<file path="src/rtl/calseq_pkg.sv">
package calseq_pkg;
  localparam int SUB_W   = 3;
  localparam int BYTE_W  = 8;
  localparam int WORD_W  = 2 * BYTE_W;
  localparam int FRAME_W = SUB_W + BYTE_W;

  // sub-channel offsets inside one DAC half (fixed by the DAC wiring)
  localparam logic [1:0] SUB_GAIN_FINE   = 2'd0;
  localparam logic [1:0] SUB_GAIN_COARSE = 2'd1;
  localparam logic [1:0] SUB_OFS_COARSE  = 2'd2;
  localparam logic [1:0] SUB_OFS_FINE    = 2'd3;

  typedef enum logic [2:0] {
    T_IDLE, T_FETCH, T_LOAD, T_SHIFT, T_HOLD, T_DONE
  } seq_state_t;

  // write order is behaviour: coarse offset, fine offset, coarse gain, fine gain
  typedef enum logic [1:0] {
    W_OFS_HI, W_OFS_LO, W_GAIN_HI, W_GAIN_LO
  } step_t;

  typedef enum logic [2:0] {
    F_IDLE, F_REQ_A, F_WAIT_A, F_REQ_B, F_WAIT_B
  } fetch_state_t;

  typedef struct packed {
    logic [SUB_W-1:0]  sub;
    logic [BYTE_W-1:0] val;
  } frame_t;
endpackage

</file>
<file path="src/rtl/calseq_fetch.sv">
module calseq_fetch
  import calseq_pkg::*;
#(
  parameter int ADDR_W = 7
) (
  input  logic              clk,
  input  logic              rst_n,
  input  logic              go,
  input  logic [ADDR_W-1:0] addr_a,
  input  logic [ADDR_W-1:0] addr_b,
  output logic              st_req_valid,
  input  logic              st_req_ready,
  output logic [ADDR_W-1:0] st_req_addr,
  input  logic              st_rsp_valid,
  input  logic [WORD_W-1:0] st_rsp_data,
  output logic [WORD_W-1:0] word_a,
  output logic [WORD_W-1:0] word_b,
  output logic              fin
);
  fetch_state_t      fst;
  logic [ADDR_W-1:0] a_q, b_q;

  always_ff @(posedge clk) begin
    if (!rst_n) begin
      fst    <= F_IDLE;
      a_q    <= '0;
      b_q    <= '0;
      word_a <= '0;
      word_b <= '0;
      fin    <= 1'b0;
    end else begin
      fin <= 1'b0;
      unique case (fst)
        F_IDLE: if (go) begin
          a_q <= addr_a;
          b_q <= addr_b;
          fst <= F_REQ_A;
        end
        F_REQ_A:  if (st_req_ready) fst <= F_WAIT_A;
        F_WAIT_A: if (st_rsp_valid) begin
          word_a <= st_rsp_data;
          fst    <= F_REQ_B;
        end
        F_REQ_B:  if (st_req_ready) fst <= F_WAIT_B;
        F_WAIT_B: if (st_rsp_valid) begin
          word_b <= st_rsp_data;
          fin    <= 1'b1;
          fst    <= F_IDLE;
        end
        default: fst <= F_IDLE;
      endcase
    end
  end

  assign st_req_valid = (fst == F_REQ_A) || (fst == F_REQ_B);
  assign st_req_addr  = (fst == F_REQ_B) ? b_q : a_q;
endmodule

</file>
<file path="src/rtl/calseq_shift.sv">
module calseq_shift #(
  parameter int FRAME_W = 11,
  parameter int BIT_CYC = 2
) (
  input  logic               clk,
  input  logic               rst_n,
  input  logic               go,
  input  logic [FRAME_W-1:0] frame_in,
  output logic               ser_data,
  output logic               ser_clk,
  output logic               fin
);
  localparam int CYC_W = $clog2(BIT_CYC) + 1;
  localparam int BIT_W = $clog2(FRAME_W) + 1;

  logic               active;
  logic [FRAME_W-1:0] shreg;
  logic [CYC_W-1:0]   cyc;
  logic [BIT_W-1:0]   bits_left;
  logic               win_end;

  assign win_end = active && (cyc == CYC_W'(BIT_CYC - 1));

  always_ff @(posedge clk) begin
    if (!rst_n) begin
      active    <= 1'b0;
      shreg     <= '0;
      cyc       <= '0;
      bits_left <= '0;
    end else if (go && !active) begin
      active    <= 1'b1;
      shreg     <= frame_in;
      cyc       <= '0;
      bits_left <= BIT_W'(FRAME_W - 1);
    end else if (active) begin
      if (win_end) begin
        cyc <= '0;
        if (bits_left == '0) begin
          active <= 1'b0;
        end else begin
          shreg     <= {shreg[FRAME_W-2:0], 1'b0};
          bits_left <= bits_left - 1'b1;
        end
      end else begin
        cyc <= cyc + 1'b1;
      end
    end
  end

  assign ser_data = active && shreg[FRAME_W-1];
  assign ser_clk  = win_end;
  assign fin      = win_end && (bits_left == '0);
endmodule

</file>
<file path="src/rtl/calseq_latch.sv">
module calseq_latch #(
  parameter int NUM_DAC   = 4,
  parameter int LATCH_CYC = 2
) (
  input  logic                       clk,
  input  logic                       rst_n,
  input  logic                       go,
  input  logic [$clog2(NUM_DAC)-1:0] dac_sel,
  output logic [NUM_DAC-1:0]         cdac_desel,
  output logic                       fin
);
  localparam int DAC_W = $clog2(NUM_DAC);
  localparam int CNT_W = $clog2(LATCH_CYC) + 1;

  logic             active;
  logic [DAC_W-1:0] tgt;
  logic [CNT_W-1:0] cnt;

  always_ff @(posedge clk) begin
    if (!rst_n) begin
      active <= 1'b0;
      tgt    <= '0;
      cnt    <= '0;
    end else if (go && !active) begin
      active <= 1'b1;
      tgt    <= dac_sel;
      cnt    <= '0;
    end else if (active) begin
      if (cnt == CNT_W'(LATCH_CYC - 1)) active <= 1'b0;
      else                              cnt    <= cnt + 1'b1;
    end
  end

  assign fin = active && (cnt == CNT_W'(LATCH_CYC - 1));

  for (genvar g = 0; g < NUM_DAC; g++) begin : g_desel
    assign cdac_desel[g] = !(active && (tgt == DAC_W'(g)));
  end
endmodule

</file>
<file path="src/rtl/caldac_loader.sv">
module caldac_loader #(
  parameter int NUM_CHAN     = 8,
  parameter int RANGE_W      = 3,
  parameter int ADDR_W       = 7,
  parameter int WORD_BASE    = 7,
  parameter int RANGE_STRIDE = 2,
  parameter int CHAN_STRIDE  = 12,
  parameter int BIT_CYC      = 2,
  parameter int LATCH_CYC    = 2
) (
  input  logic                          clk,
  input  logic                          rst_n,
  input  logic                          req_valid,
  output logic                          req_ready,
  input  logic [$clog2(NUM_CHAN)-1:0]   req_chan,
  input  logic [RANGE_W-1:0]            req_range,
  output logic                          st_req_valid,
  input  logic                          st_req_ready,
  output logic [ADDR_W-1:0]             st_req_addr,
  input  logic                          st_rsp_valid,
  input  logic [calseq_pkg::WORD_W-1:0] st_rsp_data,
  output logic                          ser_data,
  output logic                          ser_clk,
  output logic [NUM_CHAN/2-1:0]         cdac_desel,
  output logic                          ref_desel,
  output logic                          done
);
  import calseq_pkg::*;

  localparam int CHAN_W  = $clog2(NUM_CHAN);
  localparam int NUM_DAC = NUM_CHAN / 2;
  localparam int DAC_W   = $clog2(NUM_DAC);

  seq_state_t       state;
  step_t            step;
  logic [CHAN_W-1:0] chan_q;
  logic              accept;
  logic [ADDR_W-1:0] idx, addr_ofs, addr_gain;
  logic [WORD_W-1:0] word_ofs, word_gain;
  logic              fetch_fin, shift_fin, latch_fin;
  logic              shift_go, latch_go;
  frame_t            cur_frame;
  logic [SUB_W-1:0]  sub_base;
  logic [DAC_W-1:0]  dac_idx;

  assign accept    = req_valid && (state == T_IDLE);
  assign req_ready = (state == T_IDLE);
  assign done      = (state == T_DONE);
  assign ref_desel = 1'b1;

  // word addresses from channel and range
  always_comb begin
    idx       = ADDR_W'(RANGE_STRIDE * int'(req_range) + CHAN_STRIDE * int'(req_chan));
    addr_ofs  = idx + ADDR_W'(WORD_BASE);
    addr_gain = addr_ofs + ADDR_W'(1);
  end

  // DAC pair mapping: even/odd channel picks lower/upper sub-channel half
  assign sub_base = {chan_q[0], 2'b00};
  assign dac_idx  = DAC_W'(chan_q >> 1);

  always_comb begin
    unique case (step)
      W_OFS_HI: begin
        cur_frame.sub = sub_base | {1'b0, SUB_OFS_COARSE};
        cur_frame.val = word_ofs[WORD_W-1:BYTE_W];
      end
      W_OFS_LO: begin
        cur_frame.sub = sub_base | {1'b0, SUB_OFS_FINE};
        cur_frame.val = word_ofs[BYTE_W-1:0];
      end
      W_GAIN_HI: begin
        cur_frame.sub = sub_base | {1'b0, SUB_GAIN_COARSE};
        cur_frame.val = word_gain[WORD_W-1:BYTE_W];
      end
      default: begin
        cur_frame.sub = sub_base | {1'b0, SUB_GAIN_FINE};
        cur_frame.val = word_gain[BYTE_W-1:0];
      end
    endcase
  end

  assign shift_go = (state == T_LOAD);
  assign latch_go = (state == T_SHIFT) && shift_fin;

  always_ff @(posedge clk) begin
    if (!rst_n) begin
      state  <= T_IDLE;
      step   <= W_OFS_HI;
      chan_q <= '0;
    end else begin
      unique case (state)
        T_IDLE: if (accept) begin
          chan_q <= req_chan;
          step   <= W_OFS_HI;
          state  <= T_FETCH;
        end
        T_FETCH: if (fetch_fin) state <= T_LOAD;
        T_LOAD:  state <= T_SHIFT;
        T_SHIFT: if (shift_fin) state <= T_HOLD;
        T_HOLD:  if (latch_fin) begin
          if (step == W_GAIN_LO) begin
            state <= T_DONE;
          end else begin
            step  <= step_t'(step + 2'd1);
            state <= T_LOAD;
          end
        end
        T_DONE:  state <= T_IDLE;
        default: state <= T_IDLE;
      endcase
    end
  end

  calseq_fetch #(.ADDR_W(ADDR_W)) u_fetch (
    .clk          (clk),
    .rst_n        (rst_n),
    .go           (accept),
    .addr_a       (addr_ofs),
    .addr_b       (addr_gain),
    .st_req_valid (st_req_valid),
    .st_req_ready (st_req_ready),
    .st_req_addr  (st_req_addr),
    .st_rsp_valid (st_rsp_valid),
    .st_rsp_data  (st_rsp_data),
    .word_a       (word_ofs),
    .word_b       (word_gain),
    .fin          (fetch_fin)
  );

  calseq_shift #(.FRAME_W(FRAME_W), .BIT_CYC(BIT_CYC)) u_shift (
    .clk      (clk),
    .rst_n    (rst_n),
    .go       (shift_go),
    .frame_in (cur_frame),
    .ser_data (ser_data),
    .ser_clk  (ser_clk),
    .fin      (shift_fin)
  );

  calseq_latch #(.NUM_DAC(NUM_DAC), .LATCH_CYC(LATCH_CYC)) u_latch (
    .clk        (clk),
    .rst_n      (rst_n),
    .go         (latch_go),
    .dac_sel    (dac_idx),
    .cdac_desel (cdac_desel),
    .fin        (latch_fin)
  );
endmodule

</file>
<file path="config.mk">
export PLATFORM = sky130hd
export DESIGN_NAME = caldac_loader
export DESIGN_NICKNAME = d
export VERILOG_FILES = /design/src/rtl/calseq_pkg.sv /design/src/rtl/calseq_fetch.sv /design/src/rtl/calseq_shift.sv /design/src/rtl/calseq_latch.sv /design/src/rtl/caldac_loader.sv
export SDC_FILE = /design/constraint.sdc
export NUM_CORES = 1
export LEC_CHECK = 0
export ABC_AREA = 1
export BUFFER_PORTS_ARGS = -buffer_cell sky130_fd_sc_hd__buf_2
export CAP_MARGIN = 20
export CORE_MARGIN = 10
export CORE_UTILIZATION = 58
export DETAILED_ROUTE_END_ITERATION = 16
export HOLD_SLACK_MARGIN = 0.08
export PLACE_DENSITY_LB_ADDON = 0.2
export SLEW_MARGIN = 10
export SYNTH_ARGS = -nofsm -noshare
export SYNTH_HDL_FRONTEND = slang
export SYNTH_SLANG_ARGS = --single-unit
</file>
<file path="constraint.sdc">
create_clock -name clk -period 3.3 [get_ports clk]
set_clock_uncertainty 0.15 [all_clocks]
set_input_delay 0.495 -clock clk [delete_from_list [all_inputs] [get_ports clk]]
set_output_delay 0.495 -clock clk [all_outputs]
set_load 0.01 [all_outputs]
</file>
Word level (Yosys, flattened, before mapping)
Cells that the tools add are included.
W data, S select, Z words.
Word-level totals
  register bits after elaboration: 82
  bits of input ports: 27
  output and inout bits: 17
  logic and storage cells: 130
Operators by class
  add/sub/neg operators: 7
  $mul: 1
  equal/unequal tests: 28
  mux-type cells: 34
  bitwise operators: 3
  reductions and logical operators: 40
Operators with widths (count)
  $mux W11: 4
  $pmux W10 S3: 1
  $pmux W3 S5: 2
  $mux W3: 9
  $mux W4: 4
  $ne A2 B2 Y1 const B: 8
  $eq A3 B2 Y1 const B: 4
  $logic_and A1 B1 Y1: 12
  $reduce_and A2 Y1: 6
  $eq A3 B3 Y1 const B: 3
  $eq A2 B1 Y1 const B: 4
  $eq A2 B2 Y1 const B: 4
  $mux W1: 8
  $mux W2: 4
  $reduce_and A4 Y1: 2
  $add A4 B7 Y7: 1
  $add A7 B1 Y7 const B: 1
  $add A7 B3 Y7 const B: 1
  $mux W7: 1
  $add A2 B1 Y2 const B: 3
  $eq A3 B1 Y1 const B: 2
  $logic_not A1 Y1: 6
  $logic_not A3 Y1: 2
  $ne A2 B1 Y1 const B: 3
  11 further kinds: 18

Depth between registers and ports, before layout
Gate-level depths: netlist (run 1).
  word-level depth: 6
  depth in mapped cells: 14
  depth with buffers taken out: 14

By module
From an unflattened synthesis (run 1), not the netlist that was laid out.
Unflattened totals
  cells, all modules: 637
  area total of the unflattened synthesis: 4570.6 um^2
Modules (own cells, without submodules)
  calseq_fetch: times used 1, cells an instance 251, area an instance 2029.4 um^2
  caldac_loader: times used 1, cells an instance 196, area an instance 1203.7 um^2
  calseq_shift: times used 1, cells an instance 149, area an instance 1066.0 um^2
  calseq_latch: times used 1, cells an instance 41, area an instance 271.5 um^2

Worst setup path before layout (run 1)
No wires, ideal clock.
  path type: input port to flip-flop
  start point: input req_chan[0]
  end point: register u_fetch.b_q[6]
  library setup time: 0.113 ns
  arrival time: 2.302 ns
  slack: 0.735 ns
  stages: 9
  path buffers: 0
  cell sequence: ha_1 ha_1 fa_1 nand3_1 or2_2 nor2_1 nand2_1 nand2_1 nor2_1
Between the ends
  word-level cells in the longest chain between the ends: 4
Ends and longest elaborated chain
  from (decl): line caldac_loader.sv:15  | input logic [$clog2(NUM_CHAN)-1:0] req_chan,
  $mul A2 B3 Y5: line caldac_loader.sv:53  | idx = ADDR_W'(RANGE_STRIDE * int'(req_range) + CHAN_STRIDE * int'(req_chan));
  $add A4 B7 Y7: line caldac_loader.sv:53
  $add A7 B3 Y7: line caldac_loader.sv:54  | addr_ofs = idx + ADDR_W'(WORD_BASE);
  named net addr_ofs[3]: line caldac_loader.sv:38  | logic [ADDR_W-1:0] idx, addr_ofs, addr_gain;
  $add A7 B1 Y7: line caldac_loader.sv:55  | addr_gain = addr_ofs + ADDR_W'(1);
  to (signal assigned): line calseq_fetch.sv:36  | b_q <= addr_b;
  to (decl): line calseq_fetch.sv:21  | logic [ADDR_W-1:0] a_q, b_q;
The timed path passes the listed nets, and every way through them passes these cells.
A chain may end at the register's enable or synchronous reset.

Worst setup path in the final report (run 1)
Ends and elaborated chain as after synthesis.

==> metrics.md, run 1 <==
| Metric | Value |
|---|---|
| CTS Buffer Depth | `2` |
| Setup crit start | `req_chan[0]` |
| Commonest non-fill, non-tap cells in the layout | `nand2_1 (93), inv_1 (83), dfxtp_1 (81)` |
| WL/cell | `12.3 um` |
| PostCTS Resize Cnt | `0` |
| H-tree lvl count | `3` |
| TritonCTS Sinks | `81` |
| Register area share after synthesis | `40.2%` |
| FP Rows | `30` |
| Final hold violations | `0` |
| Clk Latency, worst-skew pair | `350 ps` |
| DP HPWL | `6.18 mm` |
| Vias per cell | `5.15` |
| Max cap viols | `0` |
| Initial antenna violation count | `0` |
| Gpl congestion | `0.875` |
| Setup crit end kind | `flop` |
| P_leak | `roughly 0.0019 uW` |
| Total Wirelength | `8.50 mm` |
| FF-to-FF path depth | `6` |
| Chip Width | `103 um` |
| GRT Residual Overflow | `0` |
| Pwr dens | `about 700 mW/mm2` |
| Initial Utilization | `59.4%` |
| Reg clk slew, reported paths | `~90 ps` |
| # diodes | `0` |
| TritonCTS buffer count | `9` |
| Max-slew violations | `0` |
| Hold buffer count at CTS | `0` |
| Layout cells sized above 1 | `13.9%` |
| Worst slew pin tran | `approximately 560 ps` |
| # DRC | `0` |
| Via count | `3,569` |
| Critical path required time | `3400 ps` |
| Placed insts | `677` |
| Yosys reg bits | `81` |
| Commonest non-fill, non-tap cell in the layout | `nand2_1` |
| Tot Pwr | `3110 uW` |
| Period utilization | `between 70% and 80%` |
| Final setup vio count | `0` |
| Final cell count without fillers | `693` |
| Crit start category | `primary input` |
| Die area | `0.0107 mm2` |
| Nets | `636` |
| Largest net degree at the start of global routing | `60` |
| Core Util, Final | `between 60% and 70%` |
| RR Startpoint | `step[0]` |
| Final Critical Period | `around 2400 ps` |
| Routed Antenna Nets | `0` |
| I/O Buffers | `42` |
| First-pass GRT wire length | `14.6 mm` |
| Setup TNS | `0 ps` |
| Highest clock rate | `0.409 GHz` |
| Crit Path Category | `in -> reg` |
| Syn Inst Count | `about 560` |
| HP Class | `in -> reg` |
| Vias in the first global route | `between 3k and 4k` |
| Worst reg2reg setup slack | `1390 ps` |
| Root Buffer | `clkbuf_8` |
| Primary FF master, synth | `dfxtp_1` |
| Placeable Area | `0.00679 mm2` |
| Die Span Y | `~100 um` |
| Worst setup path endpoint | `u_fetch.b_q[6]` |
| Initial DRT Pass Iterations | `4` |
| Worst ir drop on vdd | `483 uV` |
| CTS tree | `yes` |
| Setup bufs post-CTS | `0` |
| Syn avg cell area | `approximately 7.2 um2` |
| Mapped Nets | `602` |
| RSZ-0062 raised after global routing | `no` |
| Run status | `finished, final reports clean` |
| IO Count | `44` |
| GRT Total Usage | `16.8%` |
| Asr flop ratio synth | `0%` |
| Post-synth EDFFs | `0` |
| Netlist cell types | `34` |
| Reg2reg end | `state[1]` |
| Max FO, Critical Path | `3` |
| Area Growth Syn to Fin | `10.8%` |
| Synthesized area | `0.00403 mm2` |
| Ys Warns | `0` |
| Initial DRC Count | `177` |
| Worst Path Arrival | `2540 ps` |
| Worst slew margin | `between 60% and 70%` |
cell type report:
type,count,area [um2]
clock inverters,4,52.6
inverters,90,340
multi-input cells,366,1960
flip-flops and latches,81,1620
repair buffers,44,225
clock buffers,12,145
well taps,96,120
fillers,619,2330
through the flow:
stage / hold slack [ps] / worst slack (ps) / area (um2)
final: 279 / 857 / 4470
after CTS: 267 / 868 / 4470
after detailed placement: 287 / 495 / 4270
after global placement: 276 / 549 / 4270
after global routing: 293 / 721 / 4470
after floorplan: 265 / 735 / 4030
per-layer routing:
| metal | track usage [%] | part of all wire [%] | vias up |
|---|---|---|---|
| met5 | 0 | 0 | - |
| met4 | 6.84 | 1.7 | 0 |
| met3 | 3.52 | 4.1 | 13 |
| met2 | 27.0 | 47 | 64 |
| met1 | 21.4 | 48 | 1608 |
| li1 | - | - | 1884 |
worst max-delay path, stage by stage:
cell,delay (ps)
buf_2,120
ha_1,290
ha_1,320
fa_1,630
nand3_1,110
or2_2,330
nor2_1,110
nand2_1,60
nand2_1,50
nor2_1,40
logic make-up after synthesis:
group           after synthesis  share of synthesized area, %
simple gates                185                          21.4
buf+inv                     111                          11.1
fa+ha+maj                    17                          5.65
flops                        81                          40.2
other cells                   1                        0.0930
xor+xnor                      2                         0.434
compound gates              161                          21.1
sequential cells by signal (all words and copies together) (netlist names), 2 cells and up:
name and flops:
chan_q 3, state 3, step 2, u_fetch.a_q 7
u_fetch.b_q 6, u_fetch.fst 3, u_fetch.word_a 16, u_fetch.word_b 16
u_latch.cnt 2, u_latch.tgt 2, u_shift.bits_left 5, u_shift.cyc 2
u_shift.shreg 11
synthesized netlist by cell type (2+ instances only):
cell type | number | area share, %
buf_6 | 2 | 0.56
dfxtp_1 | 81 | 40
a21oi_1 | 74 | 9.2
o211ai_1 | 13 | 2.4
buf_4 | 2 | 0.37
inv_1 | 83 | 7.7
ha_1 | 15 | 4.7
nand2_2 | 5 | 0.78
o21ai_0 | 66 | 8.2
clkinv_1 | 2 | 0.19
nor2_1 | 32 | 3.0
buf_2 | 5 | 0.62
nand2_1 | 93 | 8.7
nor2_4 | 6 | 1.7
nor3_1 | 7 | 0.87
fa_1 | 2 | 0.99
a21oi_2 | 2 | 0.43
nand3_1 | 30 | 3.7
or2_2 | 2 | 0.31
inv_2 | 4 | 0.37
nand4_1 | 5 | 0.78
nand3_2 | 2 | 0.50
o21ai_1 | 4 | 0.50
clkbuf_1 | 11 | 1.0
power by group:
group	internal, uW	switching, uW	total (uW)	leakage [uW]
clock network	371	353	724	0.0000888
logic	380	713	1090	0.00116
registers	1170	122	1300	0.000658
how the worst min path moves through the flow:
stage	end	slack (ps)	cells past startpoint	start
after floorplan	u_shift.cyc[1]	270	2	u_shift.cyc[1]
after global placement	u_shift.cyc[1]	280	2	u_shift.cyc[1]
after detailed placement	u_fetch.word_b[3]	290	2	u_fetch.word_b[3]
after CTS	u_fetch.word_b[5]	270	3	st_rsp_data[5]
after global routing	chan_q[0]	290	3	req_chan[0]
final	u_fetch.word_b[5]	280	3	st_rsp_data[5]
(Power assumes the default switching activity.)
==> inputs of run 2 (changes only) <==
- clock period: 3.3 -> 2.4 ns (I/O delays scaled with it)
==> run 2 against run 1 <==
  * Core utilization grew 1.5 points
  * Worst setup slack lost 710 ps
  * Count of clock-buffer cells in the layout rose by 1
  * Register-to-register slack got worse by 800 ps
  * First-iteration DRC count shrank 14%
  * Combinational power increased by 44%
  * Clock power is 48% higher
  * Final area is 2.2% higher
  * Power rose by 42%
  * Sequential share of layout area shrank 0.80 points
  * Largest power group unchanged
  * Sequential power increased by 37%
  * Die area unchanged
==> metrics.md, run 2 (synthesized netlist as in run 1, its figures left out) <==
| Metric | Value |
|---|---|
| Run status | `finished, final reports clean` |
| DP HPWL | `6.72 mm` |
| Commonest non-fill, non-tap cells in the layout | `nand2_1 (93), inv_1 (83), dfxtp_1 (81)` |
| Chip Width | `103 um` |
| I/O Buffers | `42` |
| PostCTS Resize Cnt | `0` |
| Vias in the first global route | `3,520` |
| Cell mode on critical path | `nand2_1` |
| Placeable Area | `0.00679 mm2` |
| Initial Utilization | `59.4%` |
| Initial DRT Pass Iterations | `5` |
| Period utilization | `between 90% and 100%` |
| CTS Buffer Depth | `2` |
| TritonCTS Sinks | `81` |
| DP Area | `roughly 0.0044 mm2` |
| Via count | `between 3k and 4k` |
| Combinational share of power | `a little over a third` |
| Placed insts | `approximately 690` |
| IO Count | `between 40 and 50` |
| FP Rows | `30` |
| Clock power share | `between 20% and 30%` |
| Filler cell count | `597` |
| GRT Total Usage | `17.8%` |
| Root Buffer | `clkbuf_8` |
| Internal Power | `2740 uW` |
| Gpl congestion | `0.893` |
| Final hold violations | `0` |
| Crit start category | `flop` |
| P_leak | `0.00198 uW` |
| RSZ-0062 raised after global routing | `no` |
| Worst slew margin | `62.8%` |
| Worst reg2reg setup slack | `590 ps` |
| Final cell count without fillers | `704` |
| Tot Pwr | `4420 uW` |
| Crit-path max cell delay | `400 ps` |
| WL/cell | `12.9 um` |
| Max-slew violations | `0` |
| Worst slew pin tran | `around 550 ps` |
| HP Class | `in -> reg` |
| Die Span Y | `between 100 and 150 um` |
| Crit Path Category | `reg -> out` |
| Setup TNS | `0 ps` |
| Largest net degree at the start of global routing | `34` |
| Final Critical Period | `2250 ps` |
| Routed Antenna Nets | `0` |
| Total Wirelength | `about 9.1 mm` |
| Biggest regs | `u_fetch.word_a x16, u_fetch.word_b x16, u_shift.shreg x11` |
| Final setup vio count | `0` |
| Initial DRC Count | `153` |
| Setup bufs post-CTS | `0` |
| Design area | `0.00457 mm2` |
| Layout cells sized above 1 | `15.6%` |
| Core Util, Final | `67.2%` |
| Die area | `0.0107 mm2` |
| Hold buffer count at CTS | `0` |
| Clk Latency, worst-skew pair | `360 ps` |
| Area Growth Syn to Fin | `13.3%` |
| Highest clock rate | `0.445 GHz` |
| Initial antenna violation count | `0` |
| Worst ir drop on vdd | `710 uV` |
| Worst Path Arrival | `1740 ps` |
| Critical path required time | `1890 ps` |
| P_sw | `1680 uW` |
| Sequential power share | `40.3%` |
| Max FO, Critical Path | `8` |
| # diodes | `0` |
| GRT Residual Overflow | `0` |
| TritonCTS buffer count | `9` |
| Pwr dens | `967 mW/mm2` |
| Reg clk slew, reported paths | `80 ps` |
| Switch share | `38.0%` |
| Commonest non-fill, non-tap cell in the layout | `nand2_1` |
| Vias per cell | `5.17` |
| Setup crit end kind | `output port` |
| # DRC | `0` |
| CTS tree | `yes` |
| CP cell instances | `inv_1 > nor2_4 > nand2_1 > inv_1 > nand2_1 > nand2_1 > buf_2` |
| Max cap viols | `0` |
| H-tree lvl count | `3` |
| Nets | `between 600 and 700` |
| First-pass GRT wire length | `about 15 mm` |
| Slowest-stage cell, CP | `dfxtp_1` |
## run 2: final cells by class
class / count / area [um2] / share of cell area, %
flip-flops and latches: 81 / 1620 / 35.5
clock inverters: 3 / 46.3 / 1.01
multi-input cells: 366 / 1960 / 43.0
well taps: 96 / 120 / 2.63
repair buffers: 55 / 308 / 6.74
inverters: 90 / 340 / 7.45
clock buffers: 13 / 169 / 3.70
## run 2: worst max-delay path, delay by kind of cell (launching register included)
kind	cells	cell delay, ps
DFF	1	400
buffers and inverters	3	480
and+or+nand+nor	4	500
## run 2: metal layers
metal	track usage, %	wire (um)	up-vias
li1	-	-	1915
met5	0	0	-
met2	31.5	4650	64
met3	3.92	366	16
met4	7.06	153	0
met1	20.5	3930	1645
## run 2: path summary, 6_finish.rpt
check,depth (start not counted),start,endpoint
hold reg to reg,2,u_shift.cyc[1],u_shift.cyc[1]
setup reg to reg,7,u_shift.bits_left[0],u_shift.shreg[1]
hold / removal,3,st_rsp_data[3],u_fetch.word_b[3]
setup / recovery,7,u_fetch.fst[0],st_req_addr[4]
## run 2: through the flow
| stage | hold slack, ps | worst slack [ps] |
|---|---|---|
| floorplan | 265 | 5.05 |
| global placement | 276 | -139 |
| detailed placement | 287 | -209 |
| CTS | 141 | 146 |
| global route | 159 | 6.43 |
| finish | 141 | 150 |
## run 2: power by group through the flow
stage,Sequential (uW),Clock [uW],Combinational [uW]
after floorplan,1770,0,1200
after global placement,1790,0,1500
after detailed placement,1810,0,1560
after CTS,1780,1080,1580
after global routing,1810,1130,1800
final,1780,1070,1570
